**src/rtl/irq_pkg.sv**
```systemverilog
package irq_pkg;
  localparam int NUM_SRC = 5;
  localparam int REG_W   = 8;
  localparam int GLB_BIT = 7;

  typedef enum logic [2:0] {
    VEC_EXT0 = 3'd0,
    VEC_TMR0 = 3'd1,
    VEC_EXT1 = 3'd2,
    VEC_TMR1 = 3'd3,
    VEC_SER  = 3'd4
  } irq_vec_e;

  // bits of the enable register that hold state
  localparam logic [REG_W-1:0] EN_MASK = 8'h9F;
endpackage

```
**src/rtl/irq_pin_sync.sv**
```systemverilog
module irq_pin_sync #(
  parameter int   STAGES  = 2,
  parameter logic RST_VAL = 1'b1
) (
  input  logic clk,
  input  logic rst,
  input  logic d,
  output logic q
);
  logic [STAGES-1:0] sh;

  always_ff @(posedge clk) begin
    if (rst) sh <= {STAGES{RST_VAL}};
    else     sh <= {sh[STAGES-2:0], d};
  end

  assign q = sh[STAGES-1];
endmodule

```
**src/rtl/irq_ext_channel.sv**
```systemverilog
module irq_ext_channel #(
  parameter int SYNC_STAGES = 2
) (
  input  logic clk,
  input  logic rst,
  input  logic pin_n,
  input  logic mode,       // 0 level, 1 falling edge
  input  logic flag_wr,
  input  logic flag_wval,
  input  logic ack_clr,
  output logic req,
  output logic flag
);
  logic pin_s;
  logic pin_prev;
  logic fall;

  irq_pin_sync #(.STAGES(SYNC_STAGES), .RST_VAL(1'b1)) u_sync (
    .clk(clk), .rst(rst), .d(pin_n), .q(pin_s)
  );

  always_ff @(posedge clk) begin
    if (rst) pin_prev <= 1'b1;
    else     pin_prev <= pin_s;
  end

  assign fall = pin_prev & ~pin_s;

  always_ff @(posedge clk) begin
    if (rst)                flag <= 1'b0;
    else if (mode && fall)  flag <= 1'b1;
    else if (ack_clr)       flag <= 1'b0;
    else if (flag_wr)       flag <= flag_wval;
  end

  assign req = mode ? flag : ~pin_s;

  AST_EDGE_FLAG_CLR: assert property (@(posedge clk) disable iff (rst)
    (ack_clr && !(mode && fall) && !flag_wr) |=> !flag);
endmodule

```
**src/rtl/irq_prio_pick.sv**
```systemverilog
module irq_prio_pick #(
  parameter int N     = 5,
  parameter int IDX_W = 3
) (
  input  logic [N-1:0]     pend,
  output logic             any,
  output logic [IDX_W-1:0] idx
);
  always_comb begin
    any = 1'b0;
    idx = '0;
    for (int i = N-1; i >= 0; i--) begin
      if (pend[i]) begin
        any = 1'b1;
        idx = IDX_W'(i);
      end
    end
  end
endmodule

```
**src/rtl/irq_vector_ctrl.sv**
```systemverilog
module irq_vector_ctrl #(
  parameter int SYNC_STAGES = 2,
  parameter int VEC_W       = $clog2(irq_pkg::NUM_SRC)
) (
  input  logic                     clk,
  input  logic                     rst,
  input  logic                     ext0_n,
  input  logic                     ext1_n,
  input  logic                     tmr0_ovf,
  input  logic                     tmr1_ovf,
  input  logic                     ser_irq,
  input  logic                     en_wr,
  input  logic                     ctl_wr,
  input  logic [irq_pkg::REG_W-1:0] wdata,
  output logic [irq_pkg::REG_W-1:0] en_rd,
  output logic [irq_pkg::REG_W-1:0] ctl_rd,
  output logic                     irq_req,
  output logic [VEC_W-1:0]         irq_vec,
  input  logic                     irq_ack,
  input  logic                     irq_reti
);
  import irq_pkg::*;

  localparam int N = NUM_SRC;

  logic [REG_W-1:0] en_reg;
  logic [1:0]       mode;
  logic [1:0]       ext_req;
  logic [1:0]       ext_flag;
  logic [1:0]       ext_clr;
  logic [1:0]       ext_pin;
  logic [N-1:0]     raw;
  logic [N-1:0]     pend;
  logic             any_pend;
  logic [VEC_W-1:0] pick;
  logic             busy;
  logic             ack_fire;

  // enable register, reserved bits forced to zero
  always_ff @(posedge clk) begin
    if (rst)        en_reg <= '0;
    else if (en_wr) en_reg <= wdata & EN_MASK;
  end

  // trigger-mode bits (control bits 0 and 2)
  always_ff @(posedge clk) begin
    if (rst)         mode <= 2'b00;
    else if (ctl_wr) mode <= {wdata[2], wdata[0]};
  end

  assign ack_fire = irq_ack && irq_req && !busy;
  assign ext_pin  = {ext1_n, ext0_n};

  for (genvar c = 0; c < 2; c++) begin : g_ext
    assign ext_clr[c] = ack_fire && (irq_vec == VEC_W'(2*c));
    irq_ext_channel #(.SYNC_STAGES(SYNC_STAGES)) u_ch (
      .clk      (clk),
      .rst      (rst),
      .pin_n    (ext_pin[c]),
      .mode     (mode[c]),
      .flag_wr  (ctl_wr),
      .flag_wval(wdata[2*c+1]),
      .ack_clr  (ext_clr[c]),
      .req      (ext_req[c]),
      .flag     (ext_flag[c])
    );
  end

  assign raw  = {ser_irq, tmr1_ovf, ext_req[1], tmr0_ovf, ext_req[0]};
  assign pend = raw & en_reg[N-1:0] & {N{en_reg[GLB_BIT]}};

  irq_prio_pick #(.N(N), .IDX_W(VEC_W)) u_pick (
    .pend(pend), .any(any_pend), .idx(pick)
  );

  always_ff @(posedge clk) begin
    if (rst) begin
      busy    <= 1'b0;
      irq_req <= 1'b0;
      irq_vec <= '0;
    end else if (busy) begin
      irq_req <= 1'b0;
      if (irq_reti) busy <= 1'b0;
    end else if (ack_fire) begin
      busy    <= 1'b1;
      irq_req <= 1'b0;
    end else begin
      irq_req <= any_pend;
      if (any_pend) irq_vec <= pick;
    end
  end

  assign en_rd  = en_reg;
  assign ctl_rd = {4'b0000, ext_flag[1], mode[1], ext_flag[0], mode[0]};

  AST_REQ_NEEDS_GLOBAL: assert property (@(posedge clk) disable iff (rst)
    irq_req |-> $past(en_reg[GLB_BIT]));
  AST_VEC_IN_RANGE: assert property (@(posedge clk) disable iff (rst)
    irq_req |-> (int'(irq_vec) < N));
  AST_PICK_LOWEST: assert property (@(posedge clk) disable iff (rst)
    any_pend |-> (pend[pick] && ((pend & N'((N'(1) << pick) - N'(1))) == '0)));
  AST_QUIET_IN_SERVICE: assert property (@(posedge clk) disable iff (rst)
    (ack_fire || (busy && !irq_reti)) |=> !irq_req);
endmodule

```
**config.mk**
```make
export PLATFORM = sky130hd
export DESIGN_NAME = irq_vector_ctrl
export DESIGN_NICKNAME = d
export VERILOG_FILES = /design/src/rtl/irq_pkg.sv /design/src/rtl/irq_pin_sync.sv /design/src/rtl/irq_ext_channel.sv /design/src/rtl/irq_prio_pick.sv /design/src/rtl/irq_vector_ctrl.sv
export SDC_FILE = /design/constraint.sdc
export NUM_CORES = 1
export LEC_CHECK = 0
export BUFFER_PORTS_ARGS = -buffer_cell sky130_fd_sc_hd__buf_2
export CAP_MARGIN = 25
export CORE_MARGIN = 1
export CORE_UTILIZATION = 42
export CTS_CLUSTER_DIAMETER = 200
export DETAILED_ROUTE_END_ITERATION = 6
export PLACE_DENSITY_LB_ADDON = 0.08
export SYNTH_ARGS = -nofsm -noshare
export SYNTH_HDL_FRONTEND = slang
export SYNTH_SLANG_ARGS = --single-unit
```
**constraint.sdc**
```tcl
create_clock -name clk -period 1.4 [get_ports clk]
set_input_delay 0.14 -clock clk [delete_from_list [all_inputs] [get_ports clk]]
set_output_delay 0.14 -clock clk [all_outputs]
set_load 0.01 [all_outputs]
```
==> metrics.md, run 1 <==
| Metric | Value |
|---|---|
| Total power of the final layout | `1.06 mW` |
| Warning count from the yosys run | `0` |
| FF-to-FF setup slack | `0.11 ns` |
| Global-route wire length before repair | `2960 um` |
| Final-report max-slew violation count | `0` |
| Number of antenna violations at the first check in global routing | `0` |
| Hpwl dp | `1380 um` |
| # diodes | `0` |
| Number of buffers created by CTS | `3` |
| Root Buffer | `sky130_fd_sc_hd__clkbuf_4` |
| Maximum number of pins on one net before global-route repair | `21` |
| Kind of start point of the critical path | `flop` |
| Worst EP arrival | `1.48 ns` |
| Post-CTS Setup Inserts | `0` |
| Pwr per Cell Area | `964 nW/um^2` |
| Status | `complete, no violations` |
| Slowest CP cell | `sky130_fd_sc_hd__dfxtp_1` |
| CTS tree | `yes` |
| Largest clock skew in the final design | `0.00481 ns` |
| Area of the core | `2060 um^2` |
| Via count of the routed design | `744` |
| Final RePlAce weighted congestion | `0.735` |
| Layout Cells excl Fill | `151` |
| Kind of critical path | `flop to flop` |
| Time the final worst path needs with I/O delays and setup | `1.29 ns` |
| Initial drt markers | `8` |
| Routed WL per cell | `11.7 um` |
| Area Growth Syn to Fin | `14.6%` |
| Worst slack on hold paths | `0.0257 ns` |
| Via/cell ratio | `4.93` |
| CP peak stage delay | `0.36 ns` |
| Reported max-cap violation count | `0` |
| Number of unique standard cell types used by synthesis | `29` |
| Remaining number of nets flagged by the antenna check after routing | `0` |
| Maximum resistive drop on vdd | `0.000492 V` |
| Cells along the critical path | `nand2b_1 -> a41oi_2 -> a31oi_1 -> and2_1` |
| Effective utilization at floorplan | `0.465` |
| Crit end category | `flop` |
| Synth Register Bits | `21` |
| Required @ worst endpoint | `1.59 ns` |
| Count of TritonRoute iterations in the first routing pass | `4` |
| Maximum fanout count along the critical path | `5` |
| Sum Neg Setup Slack | `0 ns` |
| Buffer depth of the longest clock path | `2` |
| Count of endpoints failing setup in the final report | `0` |
| H-Tree Depth | `1` |
| Mean area per synthesized cell | `9.79 um^2` |
| Period utilisation layout | `0.923` |
| Chip width | `49.8 um` |
| Maximum achievable frequency | `0.774 GHz` |
| Total number of nets in the final design | `144` |
| Cell leakage power | `0.497 nW` |
| Number of input and output port buffers inserted | `30` |
| Cell Area, Synth | `960 um^2` |
| Total Routing Usage GR | `0.160` |
| Sequential area share after synthesis | `0.438` |
| Final Hold Fails | `0` |
| Post-synthesis cell count | `98` |
| Congestion Overflow GR | `0` |
| Clk_lat worst skew | `0.29 ns` |
| Routed WL | `1760 um` |
| Number of remaining DRC errors | `0` |
| Type of the most critical hold path | `primary input to flop` |
| Via count of the first global-routing pass | `685` |
| Worst-path clk slew | `0.11 ns` |
| Total die area | `2480 um^2` |
| Clock sinks | `21` |
| I/O pins | `39` |
| Floorplan row count | `16` |
| Fraction of final layout cells sized beyond drive strength 1 | `0.363` |
| Die height | `49.8 um` |
| RSZ-0062 raised after global routing | `false` |
| Worst reg2reg path depth | `4` |
| Min-Delay Path Depth | `2` |
| Number of cells in the design after placement | `147` |
==> power breakdown <==
| part | leakage (nW) | switching, mW | total, mW | internal [mW] |
|---|---|---|---|---|
| registers | 0.173 | 0.0238 | 0.649 | 0.625 |
| clock network | 0.0150 | 0.162 | 0.273 | 0.111 |
| logic | 0.309 | 0.0729 | 0.138 | 0.0652 |
| total | 0.497 | 0.259 | 1.06 | 0.801 |
==> placed cells by master (no fill, tap or decap), drive strengths merged <==
| cell | instances |
|---|---|
| a31oi | 2 |
| dfxtp | 21 |
| nand4 | 2 |
| nand2 | 2 |
| a21oi | 4 |
| mux2i | 9 |
| conb | 6 |
| buf | 31 |
| clkbuf | 4 |
| or2 | 6 |
| nand2b | 6 |
| nand3b | 3 |
| a21o | 1 |
| a41oi | 3 |
| a32oi | 1 |
| and2 | 1 |
| o221ai | 2 |
| a211oi | 2 |
| nand3 | 4 |
| nor2 | 8 |
| nor3 | 1 |
| inv | 2 |
| o211ai | 1 |
| and3 | 2 |
==> registers in the layout, indices dropped and copies added, names as in the netlist <==
signal                cells
irq_vec                   3
mode                      2
irq_req                   1
busy                      1
g_ext.u_ch.u_sync.sh      4
g_ext.u_ch.pin_prev       2
g_ext.u_ch.flag           2
en_rd                     6
==> per-stage QoR <==
stage                     setup slack [ns]  utilization  cell area, um^2
after floorplan                      0.158            -              978
after global placement              0.0906        0.520             1070
after detailed placement            0.0863        0.520             1070
after CTS                           0.0555        0.533             1100
after global routing                0.0374        0.533             1100
final                                0.108        0.533             1100
==> cells in the mapped netlist <==
library cell | number | share of area
sky130_fd_sc_hd__dfxtp_1 | 21 | 0.44
sky130_fd_sc_hd__nand3_1 | 4 | 0.021
sky130_fd_sc_hd__and3_4 | 1 | 0.012
sky130_fd_sc_hd__a41oi_2 | 1 | 0.017
sky130_fd_sc_hd__a21oi_1 | 4 | 0.021
sky130_fd_sc_hd__buf_6 | 1 | 0.012
sky130_fd_sc_hd__a21o_1 | 1 | 0.0078
sky130_fd_sc_hd__and2_1 | 1 | 0.0065
sky130_fd_sc_hd__buf_4 | 10 | 0.078
sky130_fd_sc_hd__nand3b_1 | 3 | 0.023
sky130_fd_sc_hd__nor3_1 | 1 | 0.0052
sky130_fd_sc_hd__and3_1 | 1 | 0.0065
sky130_fd_sc_hd__a41oi_1 | 1 | 0.0091
sky130_fd_sc_hd__inv_1 | 2 | 0.0078
sky130_fd_sc_hd__clkbuf_1 | 3 | 0.012
sky130_fd_sc_hd__a32oi_1 | 1 | 0.0091
sky130_fd_sc_hd__o211ai_1 | 1 | 0.0078
sky130_fd_sc_hd__nand4_1 | 2 | 0.013
sky130_fd_sc_hd__conb_1 | 1 | 0.0039
sky130_fd_sc_hd__mux2i_1 | 9 | 0.094
sky130_fd_sc_hd__nand2b_1 | 5 | 0.033
sky130_fd_sc_hd__nor2_1 | 8 | 0.031
sky130_fd_sc_hd__or2_2 | 6 | 0.039
sky130_fd_sc_hd__a211oi_1 | 2 | 0.016
sky130_fd_sc_hd__o221ai_1 | 2 | 0.018
sky130_fd_sc_hd__nand2_1 | 2 | 0.0078
sky130_fd_sc_hd__a41oi_4 | 1 | 0.029
sky130_fd_sc_hd__nand2b_2 | 1 | 0.0091
sky130_fd_sc_hd__a31oi_1 | 2 | 0.013
==> cell families (layout without fill, tap and decap cells) <==
kind of cell           after synthesis  after routing  synth area share
AND/OR/NAND/NOR                     35             35             0.207
flip-flops                          21             21             0.438
AO/OA/AOI/OAI                       16             16             0.147
buffers and inverters               16             37             0.110
multiplexers                         9              9            0.0939
other                                1              6           0.00391
==> worst max-delay path, delay by kind of cell, from the launching register on <==
kind / cells / cell delay [ns]
flops: 1 / 0.36
simple gates: 2 / 0.37
compound gates: 2 / 0.45
==> path summary, 6_finish.rpt <==
kind / from / endpoint
worst max-delay path: mode[1] / irq_req
worst min-delay path: ext1_n / g_ext[1].u_ch.u_sync.sh[0]
worst max register to register: mode[1] / irq_req
worst min register to register: g_ext[0].u_ch.u_sync.sh[0] / g_ext[0].u_ch.u_sync.sh[1]
==> what timing repair did <==
item                       in CTS  in global routing
hold buffers                    0                  0
setup endpoints to repair       0                  1
gates resized for setup         0                  1
==> layout make-up <==
class                      instances  area, um^2
sequential                        21         422
inverter                           2        7.51
tap                               27        33.8
multi-input combinational         66         453
timing repair buffer              31         158
fill                             208         962
clock buffer                       4        26.3
==> layer usage <==
| layer | track usage | routed length, um | vias to the layer above |
|---|---|---|---|
| li1 | - | - | 382 |
| met4 | 0.0714 | 0 | 0 |
| met3 | 0.0278 | 85 | 0 |
| met5 | 0 | 0 | - |
| met2 | 0.270 | 874 | 21 |
| met1 | 0.197 | 803 | 341 |
(Power assumes the default switching activity.)
==> inputs of run 2 (changes only) <==
- CORE_UTILIZATION: 42 -> 46
- RECOVER_POWER: unset -> 100
==> run 2 against run 1 <==
Against the previous run: die area is 8.4% lower; clock power increased by 5%; via count grew 4.4%; clock-buffer cell count fell by 1; total power rose by 1.5%; core utilization increased by 3.3 points; final area grew 1.0%; cell count grew 2.0%; highest routed layer is now met4.
==> metrics.md, run 2 (same netlist as run 1, synthesis figures left out) <==
| Metric | Value |
|---|---|
| Crit end category | `flop` |
| Count of endpoints failing setup in the final report | `0` |
| Via/cell ratio | `5.05` |
| Initial drt markers | `9` |
| # diodes | `0` |
| Remaining number of nets flagged by the antenna check after routing | `0` |
| Worst slack on hold paths | `0.0174 ns` |
| Number of input and output port buffers inserted | `30` |
| Final core occ | `0.566` |
| Final Hold Fails | `0` |
| Final-report max-slew violation count | `0` |
| Pwr per Cell Area | `968 nW/um^2` |
| Root Buffer | `sky130_fd_sc_hd__clkbuf_4` |
| Type of the most critical hold path | `primary input to flop` |
| Cell leakage power | `0.458 nW` |
| Kind of start point of the critical path | `flop` |
| Final RePlAce weighted congestion | `0.728` |
| Number of remaining DRC errors | `0` |
| Number of antenna violations at the first check in global routing | `0` |
| Area of the core | `1960 um^2` |
| Hpwl dp | `1410 um` |
| Maximum resistive drop on vdd | `0.000454 V` |
| Most common cell after layout, fill and taps aside | `sky130_fd_sc_hd__dfxtp_1` |
| Total die area | `2270 um^2` |
| Slew at the pin closest to its max-slew limit | `0.785 ns` |
| Commonest non-fill, non-tap cells in the layout | `20 x sky130_fd_sc_hd__dfxtp_1, 16 x sky130_fd_sc_hd__buf_2, 14 x sky130_fd_sc_hd__clkbuf_1, 9 x sky130_fd_sc_hd__mux2i_1, 8 x sky130_fd_sc_hd__nor2_1` |
| Chip width | `47.7 um` |
| Sum Neg Setup Slack | `0 ns` |
| Maximum fanout count along the critical path | `5` |
| Fraction of final layout cells sized beyond drive strength 1 | `0.260` |
| Maximum achievable frequency | `0.770 GHz` |
| Via count of the first global-routing pass | `628` |
| Floorplan row count | `16` |
| Buffer depth of the longest clock path | `2` |
| Clk_lat worst skew | `0.30 ns` |
| Number of buffers created by CTS | `3` |
| Slew margin rel. | `0.477` |
| Flip-flop count of the largest register after layout | `6` |
| CP peak stage delay | `0.41 ns` |
| Worst-path clk slew | `0.12 ns` |
| Kind of critical path | `flop to flop` |
| Total Routing Usage GR | `0.174` |
| I/O pins | `39` |
| Count of TritonRoute iterations in the first routing pass | `4` |
| Congestion Overflow GR | `0` |
| H-Tree Depth | `1` |
| Cells along the critical path | `nand2b_2 -> a41oi_4 -> a31oi_1 -> mux2i_1` |
| Total number of nets in the final design | `147` |
| Global-route wire length before repair | `2700 um` |
| Die height | `47.7 um` |
| Slowest CP cell | `sky130_fd_sc_hd__dfxtp_1` |
| Reported max-cap violation count | `0` |
| Period utilisation layout | `0.928` |
| Via count of the routed design | `777` |
| Effective utilization at floorplan | `0.489` |
| Largest clock skew in the final design | `0.00515 ns` |
| Routed WL | `1840 um` |
| Area Growth Syn to Fin | `15.8%` |
| RSZ-0062 raised after global routing | `false` |
| CTS tree | `yes` |
| Time the final worst path needs with I/O delays and setup | `1.30 ns` |
| Clock sinks | `21` |
| Total power of the final layout | `1.08 mW` |
| Status | `complete, no violations` |
| Routed WL per cell | `12.0 um` |
| Maximum number of pins on one net before global-route repair | `21` |
| Required @ worst endpoint | `1.63 ns` |
| Worst EP arrival | `1.53 ns` |
## run 2: layout make-up
| class | instances | area (um^2) |
|---|---|---|
| inverters | 2 | 7.51 |
| clock inverters | 1 | 5.00 |
| multi-input cells | 66 | 453 |
| flip-flops and latches | 21 | 422 |
| fillers | 205 | 851 |
| well taps | 27 | 33.8 |
| clock buffers | 3 | 22.5 |
| repair buffers | 34 | 168 |
## run 2: power breakdown
group / total [mW] / internal [mW] / leakage (nW) / switching (mW)
combinational: 0.141 / 0.0657 / 0.267 / 0.0754
sequential: 0.649 / 0.625 / 0.173 / 0.0236
clock: 0.286 / 0.106 / 0.0177 / 0.180
total: 1.08 / 0.797 / 0.458 / 0.279
## run 2: path summary, 6_finish.rpt
check,endpoint,slack (ns),cells past startpoint,startpoint
worst max register to register,irq_vec[0],0.10,4,mode[0]
worst min-delay path,g_ext[1].u_ch.u_sync.sh[0],0.02,2,ext1_n
worst min register to register,g_ext[0].u_ch.u_sync.sh[1],0.42,1,g_ext[0].u_ch.u_sync.sh[0]
worst max-delay path,irq_vec[0],0.10,4,mode[0]
## run 2: metal layers
layer	global-route usage	up-vias	share of wire	routed length (um)
li1	-	386	-	-
met1	0.220	369	0.47	859
met2	0.277	20	0.48	891
met3	0.0453	2	0.042	77
met4	0.0833	0	0.0065	12
met5	0	-	0	0
## run 2: stage by stage
step	cell area (um^2)	cells	setup WS [ns]
floorplan	978	103	0.158
global placement	1080	148	0.148
detailed placement	1080	148	0.118
CTS	1130	154	0.0913
global route	1110	154	0.0163
finish	1110	154	0.101
## run 2: critical path, delay by kind of cell (launching register included)
kind,cells,cell delay [ns]
mux,1,0.22
compound gates,2,0.42
simple gates,1,0.18
flops,1,0.41
## run 2: timing repair
action / 4_1_cts / 5_1_grt
hold buffers: 2 / 0
resized for setup: 0 / 1
setup buffers: 0 / 0
setup endpoints to repair: 0 / 1
hold endpoints to repair: 2 / 0
==> inputs of run 3 (changes only) <==
--- a/config.mk
+++ b/config.mk
@@ -6,4 +6,5 @@
 export NUM_CORES = 1
 export LEC_CHECK = 0
+export ABC_AREA = 1
 export BUFFER_PORTS_ARGS = -buffer_cell sky130_fd_sc_hd__buf_2
 export CAP_MARGIN = 25
==> constraint.sdc (replaced) <==
create_clock -name clk -period 1.4 [get_ports clk]
set_input_delay 0.42 -clock clk [delete_from_list [all_inputs] [get_ports clk]]
set_output_delay 0.42 -clock clk [all_outputs]
set_load 0.01 [all_outputs]
==> run 3 against run 2 <==
Against the previous run: first-iteration DRC count up 120%; synthesized cell count up 36%; sequential power up 2%; critical path depth down 3.
==> metrics.md, run 3 <==
| Metric | Value |
|---|---|
| Status | `complete, no violations` |
| Worst reg2reg path depth | `9` |
| Fillcell total | `216` |
| Worst setup slack after placement | `0.0788 ns` |
| FF-to-FF setup slack | `0.19 ns` |
| Leading area contributor after synthesis | `sky130_fd_sc_hd__dfxtp_1` |
| Area Growth Syn to Fin | `12.6%` |
| Maximum number of pins on one net before global-route repair | `14` |
| Floorplan row count | `16` |
| Root Buffer | `sky130_fd_sc_hd__clkbuf_4` |
| Hpwl dp | `1410 um` |
| Remaining number of nets flagged by the antenna check after routing | `0` |
| Largest clock skew in the final design | `0.000729 ns` |
| Mean area per synthesized cell | `7.30 um^2` |
| Length of routed wiring on met1 | `870 um` |
| Worst-path clk slew | `0.11 ns` |
| Destination of the worst register-to-register timing path | `irq_vec[0]` |
| Total Routing Usage GR | `0.162` |
| Combinational family with the most area after synthesis | `simple AND/OR/NAND/NOR gates` |
| R2r startpoint | `mode[0]` |
| Slowest CP cell | `sky130_fd_sc_hd__dfxtp_2` |
| Leading post-synthesis cells by cell area | `sky130_fd_sc_hd__dfxtp_1 43%, sky130_fd_sc_hd__nand2_1 8.1%, sky130_fd_sc_hd__buf_4 7.7%` |
| Buffer depth of the longest clock path | `2` |
| Total number of nets in the final design | `181` |
| Multiplexer share of the synthesized area | `0` |
| Maximum achievable frequency | `0.775 GHz` |
| Maximum resistive drop on vdd | `0.000606 V` |
| # diodes | `0` |
| Main flop type after synthesis | `sky130_fd_sc_hd__dfxtp_1` |
| WP buf/inv | `1` |
| Number of input and output port buffers inserted | `30` |
| Area of the core | `1980 um^2` |
| Placed inst area | `1100 um^2` |
| Cell Area, Synth | `971 um^2` |
| Via count of the routed design | `859` |
| Final-report max-slew violation count | `0` |
| Congestion Overflow GR | `0` |
| Crit end category | `primary output` |
| Delay-heaviest family, CP | `flip-flops` |
| I/O pins | `39` |
| Sequential area share after synthesis | `0.433` |
| H-Tree Depth | `1` |
| Met2 Wirelength | `781 um` |
| Min-Delay Path Depth | `2` |
| Commonest non-fill, non-tap cells in the layout | `22 x sky130_fd_sc_hd__nand2_1, 20 x sky130_fd_sc_hd__nor2_1, 20 x sky130_fd_sc_hd__dfxtp_1, 18 x sky130_fd_sc_hd__inv_1, 17 x sky130_fd_sc_hd__clkbuf_1` |
| Effective utilization at floorplan | `0.490` |
| Worst hold start | `irq_reti` |
| Number of unique standard cell types used by synthesis | `22` |
| Kind of critical path | `flop to primary output` |
| Async SR Flop Fraction | `0` |
| Post-synthesis cell count | `133` |
| Most common cell after layout, fill and taps aside | `sky130_fd_sc_hd__nand2_1` |
| Count of flip-flops with a built-in enable after synthesis | `0` |
| Initial drt markers | `20` |
| Final RePlAce weighted congestion | `0.771` |
| CTS tree | `yes` |
| Clk_lat worst skew | `0.29 ns` |
| Global-route wire length before repair | `2640 um` |
| Pwr per Cell Area | `1020 nW/um^2` |
| Kind of start point of the critical path | `flop` |
| Synth Area in XOR/XNOR | `0` |
| Worst Hold End | `busy` |
| Sum Neg Setup Slack | `0 ns` |
| Combined area of the multi-input logic cells | `405 um^2` |
| Period utilisation layout | `0.921` |
| Detail Route met3 WL | `108 um` |
| Final Hold Fails | `0` |
| Count of TritonRoute iterations in the first routing pass | `4` |
| Chip width | `47.9 um` |
| Routed WL per cell | `9.40 um` |
| Share of the synthesized area in the top cell type | `0.433` |
| Die height | `47.9 um` |
| Most frequent cells after synthesis | `21 x sky130_fd_sc_hd__dfxtp_1, 21 x sky130_fd_sc_hd__nand2_1, 20 x sky130_fd_sc_hd__nor2_1` |
| Maximum fanout count along the critical path | `7` |
| Total power of the final layout | `1.11 mW` |
| Summed area of non-filler cells in the final layout | `1090 um^2` |
| Number of antenna violations at the first check in global routing | `0` |
| Type of the most critical hold path | `primary input to flop` |
| Reported max-cap violation count | `0` |
| Routed WL | `1770 um` |
| Worst EP arrival | `0.87 ns` |
| Adder-Cell Fraction of Synth Area | `0` |
| Cells along the critical path | `clkbuf_1` |
| Via/cell ratio | `4.57` |
| Start point of the critical path | `en_rd[7]` |
| Via count of the first global-routing pass | `626` |
| Synth Register Bits | `21` |
| Clock sinks | `21` |
| Storage cell area | `422 um^2` |
| Time the final worst path needs with I/O delays and setup | `1.29 ns` |
| Area share of and/or/nand/nor cells after synthesis | `0.317` |
| Cell leakage power | `0.556 nW` |
| RSZ-0062 raised after global routing | `false` |
| Area fraction in compound gates after synthesis | `0.0851` |
| Required @ worst endpoint | `0.98 ns` |
| Flip-flop count of the largest register after layout | `6` |
| Fraction of final layout cells sized beyond drive strength 1 | `0.180` |
| Worst slack on hold paths | `0.300 ns` |
| Total die area | `2300 um^2` |
| Warning count from the yosys run | `0` |
| PnR worst setup slack | `0.110 ns` |
| Top layer reached by signal wires | `met4` |
| Number of buffers created by CTS | `3` |
| Count of endpoints failing setup in the final report | `0` |
| CP peak stage delay | `0.41 ns` |
| Number of remaining DRC errors | `0` |
==> run 3: cell types whose count changed in the layout (fill, tap and decap cells not counted), moves of 3 or more <==
cell,change
sky130_fd_sc_hd__clkbuf_1,+3
sky130_fd_sc_hd__inv_1,+16
sky130_fd_sc_hd__mux2i_1,-9
sky130_fd_sc_hd__nand2_1,+20
sky130_fd_sc_hd__nand2b_1,-5
sky130_fd_sc_hd__nand3_1,+7
sky130_fd_sc_hd__nor2_1,+12
sky130_fd_sc_hd__o21ai_0,+8
==> run 3: cell families after synthesis <==
logic type	Yosys count
and+or+nand+nor	65
AOI/OAI and AO/OA	15
buffers and inverters	31
DFF	21
other	1
==> run 3: area by class of cell <==
type | instances | area share
Tap cell | 27 | 0.0309
Inverter | 19 | 0.0652
Sequential cell | 21 | 0.386
Multi-Input combinational cell | 86 | 0.371
Timing Repair Buffer | 31 | 0.124
Clock buffer | 4 | 0.0240
==> run 3: timing repair <==
action | CTS | global route
endpoints found under the setup margin | 0 | 1
gates resized for setup | 0 | 1
buffers inserted | 0 | 0
hold buffers | 0 | 0
==> run 3: worst max path at each step <==
stage          depth (start not counted)          to  slack, ns
6_report                               1    en_rd[7]       0.11
5_1_grt                                1  irq_vec[1]       0.05
4_1_cts                                1    en_rd[7]       0.03
3_5_place_dp                           8  irq_vec[0]       0.08
3_3_place_gp                           8  irq_vec[1]        0.1
2_1_floorplan                          7  irq_vec[1]       0.28
==> run 3: through the flow <==
stage	instances	util
CTS	188	0.566
global placement	184	0.553
global route	188	0.552
detailed placement	184	0.553
floorplan	138	-
finish	188	0.552
==> run 3: report_power, final <==
group	internal, mW	total (mW)	switching [mW]
sequential	0.634	0.661	0.0263
combinational	0.0654	0.168	0.102
clock	0.111	0.285	0.174
==> run 3: worst register-to-register path, cell delays in order (launching register included) <==
cell	delay, ns
sky130_fd_sc_hd__dfxtp_1	0.39
sky130_fd_sc_hd__inv_1	0.07
sky130_fd_sc_hd__nand2_1	0.06
sky130_fd_sc_hd__nand3_1	0.14
sky130_fd_sc_hd__nand2_1	0.14
sky130_fd_sc_hd__inv_1	0.06
sky130_fd_sc_hd__nand2_2	0.07
sky130_fd_sc_hd__nand3_1	0.07
sky130_fd_sc_hd__nand2_1	0.07
sky130_fd_sc_hd__nor2_1	0.04
==> run 3: per-layer routing <==
layer / vias to the layer above / global-route usage
li1: 454 / -
met1: 372 / 0.222
met2: 31 / 0.254
met3: 2 / 0.0340
met4: 0 / 0.0500
met5: - / 0
